[src/rtl/mbif_pkg.sv]
package mbif_pkg;

   typedef enum logic [2:0] {
      SEL_CTRL = 3'd0,
      SEL_TIMA = 3'd1,
      SEL_TIMB = 3'd2,
      SEL_IEN  = 3'd3,
      SEL_ISTS = 3'd4,
      SEL_CMD  = 3'd5,
      SEL_BUF  = 3'd6,
      SEL_NONE = 3'd7
   } reg_sel_e;

   localparam logic [31:0] CTRL_KEEP = 32'h0071_C3FF;
   localparam logic [31:0] TIMA_KEEP = 32'h0FFF_FF0F;
   localparam logic [31:0] TIMB_KEEP = 32'h0000_0007;
   localparam int          CMD_BITS  = 16;
   localparam int          BUF_BITS  = 8;
   localparam int          WIN_BYTES = 64;

endpackage

[src/rtl/mbif_decode.sv]
module mbif_decode
   import mbif_pkg::*;
#(
   parameter int ADDR_W     = 12,
   parameter int NUM_BUSES  = 14,
   parameter int LOW_BUSES  = 7,
   parameter int HOLE_WINS  = 4,
   localparam int WIN_SH    = $clog2(WIN_BYTES),
   localparam int WIN_W     = ADDR_W - WIN_SH,
   localparam int IDX_W     = $clog2(NUM_BUSES)
) (
   input  logic [ADDR_W-1:0] addr,
   output logic              hit_glob_stat,
   output logic              hit_bus,
   output logic [IDX_W-1:0]  bus_idx,
   output reg_sel_e          sel
);
   localparam logic [WIN_W-1:0] LO_LAST  = WIN_W'(LOW_BUSES);
   localparam logic [WIN_W-1:0] HI_FIRST = WIN_W'(LOW_BUSES + 1 + HOLE_WINS);
   localparam logic [WIN_W-1:0] HI_LAST  = WIN_W'(NUM_BUSES + HOLE_WINS);

   logic [WIN_W-1:0] win;
   logic [3:0]       word;
   logic             aligned;
   logic             in_lo, in_hi;

   assign win     = addr[ADDR_W-1:WIN_SH];
   assign word    = addr[WIN_SH-1:2];
   assign aligned = (addr[1:0] == 2'b00);
   assign in_lo   = (win != '0) && (win <= LO_LAST);
   assign in_hi   = (win >= HI_FIRST) && (win <= HI_LAST);

   assign hit_glob_stat = aligned && (win == '0) && (word == 4'd0);
   assign hit_bus       = aligned && (in_lo || in_hi);

   always_comb begin
      if (in_hi) bus_idx = IDX_W'(win - WIN_W'(HOLE_WINS + 1));
      else       bus_idx = IDX_W'(win - WIN_W'(1));
   end

   always_comb begin
      unique case (word)
         4'd0:    sel = SEL_CTRL;
         4'd1:    sel = SEL_TIMA;
         4'd2:    sel = SEL_TIMB;
         4'd3:    sel = SEL_IEN;
         4'd4:    sel = SEL_ISTS;
         4'd5:    sel = SEL_CMD;
         4'd8:    sel = SEL_BUF;
         default: sel = SEL_NONE;
      endcase
   end

   // a channel window and the global status word never both decode
   always_comb begin
      a_r1_decode_exclusive: assert (!(hit_bus && hit_glob_stat));
   end
endmodule

[src/rtl/mbif_bus_regs.sv]
module mbif_bus_regs
   import mbif_pkg::*;
#(
   parameter int DATA_W = 32,
   parameter int STAT_W = 15
) (
   input  logic              clk,
   input  logic              rst_n,
   input  logic              wr_en,
   input  reg_sel_e          sel,
   input  logic [DATA_W-1:0] wdata,
   input  logic [STAT_W-1:0] evt,
   output logic [DATA_W-1:0] rdata,
   output logic              pending
);
   logic [DATA_W-1:0]   ctrl_q, tima_q, timb_q;
   logic [STAT_W-1:0]   ien_q, ists_q;
   logic [CMD_BITS-1:0] cmd_q;
   logic [BUF_BITS-1:0] buf_q;

   logic                ack;
   logic [STAT_W-1:0]   clr, kept, merged, ists_d;
   logic                raise, pend_d;

   assign ack    = wr_en && (sel == SEL_ISTS);
   assign clr    = ack ? wdata[STAT_W-1:0] : '0;
   assign kept   = ists_q & ~clr;
   assign raise  = |evt;
   assign merged = (kept | evt) & ien_q;
   assign ists_d = raise ? merged : kept;

   always_comb begin
      if (raise && (|merged)) pend_d = 1'b1;
      else if (ack)           pend_d = 1'b0;
      else                    pend_d = pending;
   end

   always_ff @(posedge clk) begin
      if (!rst_n) begin
         ctrl_q  <= '0;
         tima_q  <= '0;
         timb_q  <= '0;
         ien_q   <= '0;
         ists_q  <= '0;
         cmd_q   <= '0;
         buf_q   <= '0;
         pending <= 1'b0;
      end else begin
         ists_q  <= ists_d;
         pending <= pend_d;
         if (wr_en) begin
            unique case (sel)
               SEL_CTRL: if (!wdata[1]) ctrl_q <= wdata & DATA_W'(CTRL_KEEP);
               SEL_TIMA: tima_q <= wdata & DATA_W'(TIMA_KEEP);
               SEL_TIMB: timb_q <= wdata & DATA_W'(TIMB_KEEP);
               SEL_IEN:  ien_q  <= wdata[STAT_W-1:0];
               SEL_CMD:  if (ctrl_q[0]) cmd_q <= wdata[CMD_BITS-1:0];
               SEL_BUF:  buf_q  <= wdata[BUF_BITS-1:0];
               default:  ;
            endcase
         end
      end
   end

   always_comb begin
      unique case (sel)
         SEL_CTRL: rdata = ctrl_q;
         SEL_TIMA: rdata = tima_q;
         SEL_TIMB: rdata = timb_q;
         SEL_IEN:  rdata = DATA_W'(ien_q);
         SEL_ISTS: rdata = DATA_W'(ists_q);
         SEL_CMD:  rdata = DATA_W'(cmd_q);
         SEL_BUF:  rdata = DATA_W'(buf_q);
         default:  rdata = '1;
      endcase
   end

   a_r4_slave_bit_write_dropped: assert property (@(posedge clk) disable iff (!rst_n)
      (wr_en && sel == SEL_CTRL && wdata[1]) |=> $stable(ctrl_q));

   a_r5_cmd_locked_when_off: assert property (@(posedge clk) disable iff (!rst_n)
      (wr_en && sel == SEL_CMD && !ctrl_q[0]) |=> $stable(cmd_q));

   a_r8_ack_clears: assert property (@(posedge clk) disable iff (!rst_n)
      (ack && !raise) |=> (((ists_q & $past(wdata[STAT_W-1:0])) == '0) && !pending));

   a_r7_pending_needs_status: assert property (@(posedge clk) disable iff (!rst_n)
      $rose(pending) |-> (ists_q != '0));
endmodule

[src/rtl/mbus_intr_front.sv]
module mbus_intr_front
   import mbif_pkg::*;
#(
   parameter int ADDR_W    = 12,
   parameter int DATA_W    = 32,
   parameter int NUM_BUSES = 14,
   parameter int LOW_BUSES = 7,
   parameter int HOLE_WINS = 4,
   parameter int STAT_W    = 15,
   localparam int IDX_W    = $clog2(NUM_BUSES),
   localparam int EVT_W    = NUM_BUSES * STAT_W,
   localparam int POOL_WIN = (2 ** (ADDR_W - $clog2(WIN_BYTES))) / 2
) (
   input  logic              clk,
   input  logic              rst_n,
   input  logic              req_valid,
   input  logic              req_write,
   input  logic [ADDR_W-1:0] req_addr,
   input  logic [DATA_W-1:0] req_wdata,
   input  logic [EVT_W-1:0]  evt_in,
   output logic [DATA_W-1:0] rsp_rdata,
   output logic              irq_out
);
   if (DATA_W != 32) begin : g_bad_data_w
      $error("mbus_intr_front: register masks assume a 32-bit data path");
   end
   if (NUM_BUSES + HOLE_WINS + 1 > POOL_WIN) begin : g_bad_map
      $error("mbus_intr_front: channel windows overrun the upper pool");
   end
   if (NUM_BUSES > DATA_W || STAT_W > DATA_W || LOW_BUSES > NUM_BUSES) begin : g_bad_counts
      $error("mbus_intr_front: channel or status count out of range");
   end

   logic             hit_glob_stat, hit_bus;
   logic [IDX_W-1:0] dec_idx;
   reg_sel_e         dec_sel;

   mbif_decode #(
      .ADDR_W(ADDR_W), .NUM_BUSES(NUM_BUSES),
      .LOW_BUSES(LOW_BUSES), .HOLE_WINS(HOLE_WINS)
   ) u_decode (
      .addr(req_addr), .hit_glob_stat(hit_glob_stat), .hit_bus(hit_bus),
      .bus_idx(dec_idx), .sel(dec_sel)
   );

   logic [DATA_W-1:0]    bus_rd [NUM_BUSES];
   logic [NUM_BUSES-1:0] pend;

   for (genvar b = 0; b < NUM_BUSES; b++) begin : g_bus
      logic wr_this;
      assign wr_this = req_valid && req_write && hit_bus && (dec_idx == IDX_W'(b));
      mbif_bus_regs #(.DATA_W(DATA_W), .STAT_W(STAT_W)) u_regs (
         .clk(clk), .rst_n(rst_n), .wr_en(wr_this), .sel(dec_sel),
         .wdata(req_wdata), .evt(evt_in[b*STAT_W +: STAT_W]),
         .rdata(bus_rd[b]), .pending(pend[b])
      );
   end

   logic [DATA_W-1:0] rd_bus, rd_next;

   always_comb begin
      rd_bus = '1;
      for (int b = 0; b < NUM_BUSES; b++) begin
         if (dec_idx == IDX_W'(b)) rd_bus = bus_rd[b];
      end
   end

   always_comb begin
      if (hit_glob_stat) rd_next = DATA_W'(pend);
      else if (hit_bus)  rd_next = rd_bus;
      else               rd_next = '1;
   end

   always_ff @(posedge clk) begin
      if (!rst_n)                       rsp_rdata <= '0;
      else if (req_valid && !req_write) rsp_rdata <= rd_next;
   end

   assign irq_out = |pend;

   a_r10_irq_needs_event: assert property (@(posedge clk) disable iff (!rst_n)
      $rose(irq_out) |-> $past(|evt_in));

   a_r9_global_write_ignored: assert property (@(posedge clk) disable iff (!rst_n)
      (req_valid && req_write && hit_glob_stat && !(|evt_in)) |=> $stable(pend));

   a_r12_rdata_held: assert property (@(posedge clk) disable iff (!rst_n)
      !(req_valid && !req_write) |=> $stable(rsp_rdata));
endmodule

[config.mk]
export PLATFORM = sky130hd
export DESIGN_NAME = mbus_intr_front
export DESIGN_NICKNAME = d
export VERILOG_FILES = /design/src/rtl/mbif_pkg.sv /design/src/rtl/mbif_decode.sv /design/src/rtl/mbif_bus_regs.sv /design/src/rtl/mbus_intr_front.sv
export SDC_FILE = /design/constraint.sdc
export NUM_CORES = 2
export LEC_CHECK = 0
export ABC_CLOCK_PERIOD_IN_PS = 3660
export BUFFER_PORTS_ARGS = -buffer_cell sky130_fd_sc_hd__buf_4
export CORE_MARGIN = 5
export CORE_UTILIZATION = 50
export DETAILED_ROUTE_END_ITERATION = 7
export HOLD_SLACK_MARGIN = 0.03
export MAX_ROUTING_LAYER = met4
export PLACE_DENSITY_LB_ADDON = 0.08
export SLEW_MARGIN = 30
export SYNTH_ARGS = -nofsm -noshare
export SYNTH_HDL_FRONTEND = slang
export SYNTH_SLANG_ARGS = --single-unit
[constraint.sdc]
create_clock -name clk -period 3.66 [get_ports clk]
set_clock_uncertainty 0.1 [all_clocks]
set_input_delay 0.366 -clock clk [delete_from_list [all_inputs] [get_ports clk]]
set_output_delay 0.366 -clock clk [all_outputs]
set_load 0.02 [all_outputs]
==> reports/metrics.yaml <==
synthToLayoutAreaGrowth_pct: 23.2
finalCriticalPeriod_ns: 3.47
grt_start_max_net_pins: 169
synth-seq-cells: 1387
wl_per_cell_um: 28.2
pwr-share-seq: 0.445
cts_tree: "built"
drt_iter0_markers: 10500
hold_buffers: 234
placed_cell_area_mm2: 0.0717
cp_max_fo: 3
maxSlewViolCount: 0
grt_pass1_vias: 63900
vias_per_cell: 6.51
power.density_mw_per_mm2: 431
post-route-period-util: 0.947
path_clk_slew_ns: 0.06
endpoint_kind: "output port"
path_buf_inv: 1
cts_sinks: 1387
clock_insertion_delay_worst_skew_ns: 0.80
ctsResizeCount: 0
final-setup-viol-count: 0
boundaryPins: 291
tns_ns: 0
slowest_delay_ns: 0.92
ant_nets: 0
wl_um: 302000
initial_utilization: 0.503
rows: 131
drv_cap: 0
min_path_type: "in -> reg"
power_switching_uw: 8720
yosysWarnings: 0
die_area_mm2: 0.136
post-route-util: 0.620
gp_congestion: 1.04
syn_area_mm2: 0.0643
critPathKind: "reg -> out"
die_h_um: 369
drive_gt1_frac: 0.137
die_x_um: 369
htreeDepth: 4
hold_slack_ns: 0.0915
critPathRequiredTime_ns: 3.19
grt_pass1_wl_um: 436000
synth.avg_cell_area_um2: 7.65
clockPowerShare: 0.466
port_buffers: 286
rsz0062_at_grt: "false"
netlist_instances: 8406
drt_pass1_iterations: 8
tightest_slew_ns: 1.03
ys_seq_area_frac: 0.432
start_kind: "flip-flop"
path_delay_family: "simple AND/OR/NAND/NOR gates"
crit_chain: "nor4_1, nand4_1, buf_4"
p_comb_frac: 0.088
vias: 69800
violations: "DRC"
root_buffer: "clkbuf_16"
crit_arrival_ns: 3.00
status: "finished, violations left"
synth_edf_count: 0
antenna_found_initial: 21
numCtsBuffers: 155
synth_cell_type_count: 85
p_leak_uw: 0.0271
slew_headroom: 0.310
netSwitchingFraction: 0.255
fp.coreArea_mm2: 0.128
max_freq_ghz: 0.288
internal_power_uw: 25400
dp.cells: 10200
fin_area_mm2: 0.0792
async_reset_ff_frac: 0
post-cts-setup-buffers: 0
globalRouteOverflowTotal: 0
place.detailed.hpwl_um: 209000
synth_nets: 8665
worst_path_max_delay_cell: "nor4_1"
clk_path_buf_depth: 3
finalNonFillerCells: 10700
nets: 9188
drc: 17
hold_viol: 0
gr-usage-all-layers: 0.437
peakVddDrop_v: 0.000520
synth_flop_cell: "dfxtp_1"
[layout make-up]
cell class	count	area, µm²
diodes	21	52.6
clock inverters	45	526
inverters	79	304
fillers	11300	48500
flip-flops and latches	1387	27800
clock buffers	229	4560
well taps	1662	2080
multi-input cells	6161	33200
repair buffers	1145	10600
[power groups by stage]
stage | clock network (µW) | logic [µW] | registers (µW)
floorplan | 0 | 1110 | 15500
global placement | 0 | 2650 | 15500
detailed placement | 0 | 2660 | 15500
CTS | 16000 | 2870 | 15200
global route | 16600 | 3030 | 15200
finish | 15900 | 3020 | 15200
[cells in the mapped netlist (all sizes together), types with 55 or more instances]
cell,n,area share
mux2i,314,0.049
buf,223,0.017
o21ai,490,0.038
nand3,157,0.012
a41oi,69,0.0094
dfxtp,1387,0.43
clkbuf,556,0.032
a21oi,1195,0.093
nor3,66,0.0056
inv,79,0.0046
a221oi,145,0.020
nand2b,60,0.0058
nor4,98,0.011
a222oi,114,0.018
nand2,2031,0.12
nand4,59,0.0057
o22ai,55,0.0054
nor2,573,0.034
a22oi,132,0.015
a31oi,97,0.0094
nor2b,79,0.0077
[registers in the layout, indices dropped and copies added (netlist names)]
register	flops
g_bus.u_regs.ists_q	210
g_bus.u_regs.cmd_q	224
g_bus.u_regs.buf_q	112
g_bus.u_regs.ien_q	210
g_bus.u_regs.timb_q	42
g_bus.u_regs.pending	14
g_bus.u_regs.ctrl_q	210
rsp_rdata	29
g_bus.u_regs.tima_q	336
[layout by cell type (no fill, tap or decap), types with 49 or more instances in the layout]
master,count
a221oi_1,145
dfxtp_1,1387
dlygate4sd3_1,234
a21oi_1,1194
mux2i_1,314
a31oi_1,97
inv_1,78
nand2_1,2029
nand2b_1,60
a22oi_1,132
buf_12,114
nand4_1,59
nor2b_1,79
o22ai_1,55
nand3_1,157
buf_4,795
o21ai_0,489
clkbuf_16,161
o221ai_1,49
nor2_1,559
nor4_1,87
nor3_1,59
a41oi_1,69
a222oi_1,114
[stage by stage]
| stage | setup slack, ns | total power, µW |
|---|---|---|
| 6_report | 0.193 | 34100 |
| 5_1_grt | 0.277 | 34900 |
| 4_1_cts | 0.440 | 34000 |
| 3_5_place_dp | -0.238 | 18200 |
| 3_3_place_gp | -0.254 | 18200 |
| 2_1_floorplan | -0.0156 | 16600 |
[worst min-delay path, stage by stage]
cell and delay (ns):
buf_4 0.09, o221ai_1 0.15, buf_4 0.15, nor2_1 0.08
a31oi_1 0.05, nor2_1 0.07
[final timing paths]
kind / from / endpoint / slack (ns) / cells after the start
worst max-delay path: g_bus[12].u_regs.pending / irq_out / 0.19 / 3
worst min-delay path: evt_in[209] / g_bus[13].u_regs.ists_q[14] / 0.09 / 6
worst max register to register: g_bus[13].u_regs.ien_q[2] / rsp_rdata[2] / 1.15 / 7
worst min register to register: g_bus[2].u_regs.tima_q[2] / g_bus[2].u_regs.tima_q[2] / 0.35 / 2
[logic make-up (layout without fill, tap and decap cells)]
logic type | Yosys count | in the layout | synth area share
and+or+nand+nor | 3279 | 3279 | 0.219
xor gates and xnor gates | 2 | 2 | 0.000389
AOI/OAI and AO/OA | 2535 | 2535 | 0.240
adders and majority gates | 1 | 1 | 0.000195
muxes | 344 | 344 | 0.0542
buffers and inverters | 858 | 1498 | 0.0536
DFF | 1387 | 1387 | 0.432
other | 0 | 21 | 0
[per-layer routing]
metal,track usage,part of all wire,vias up
li1,-,-,30800
met1,0.568,0.39,33300
met2,0.614,0.41,4752
met3,0.122,0.13,911
met4,0.237,0.066,0
met5,-,0,-
Note: power is estimated with default switching activity, not from simulation.
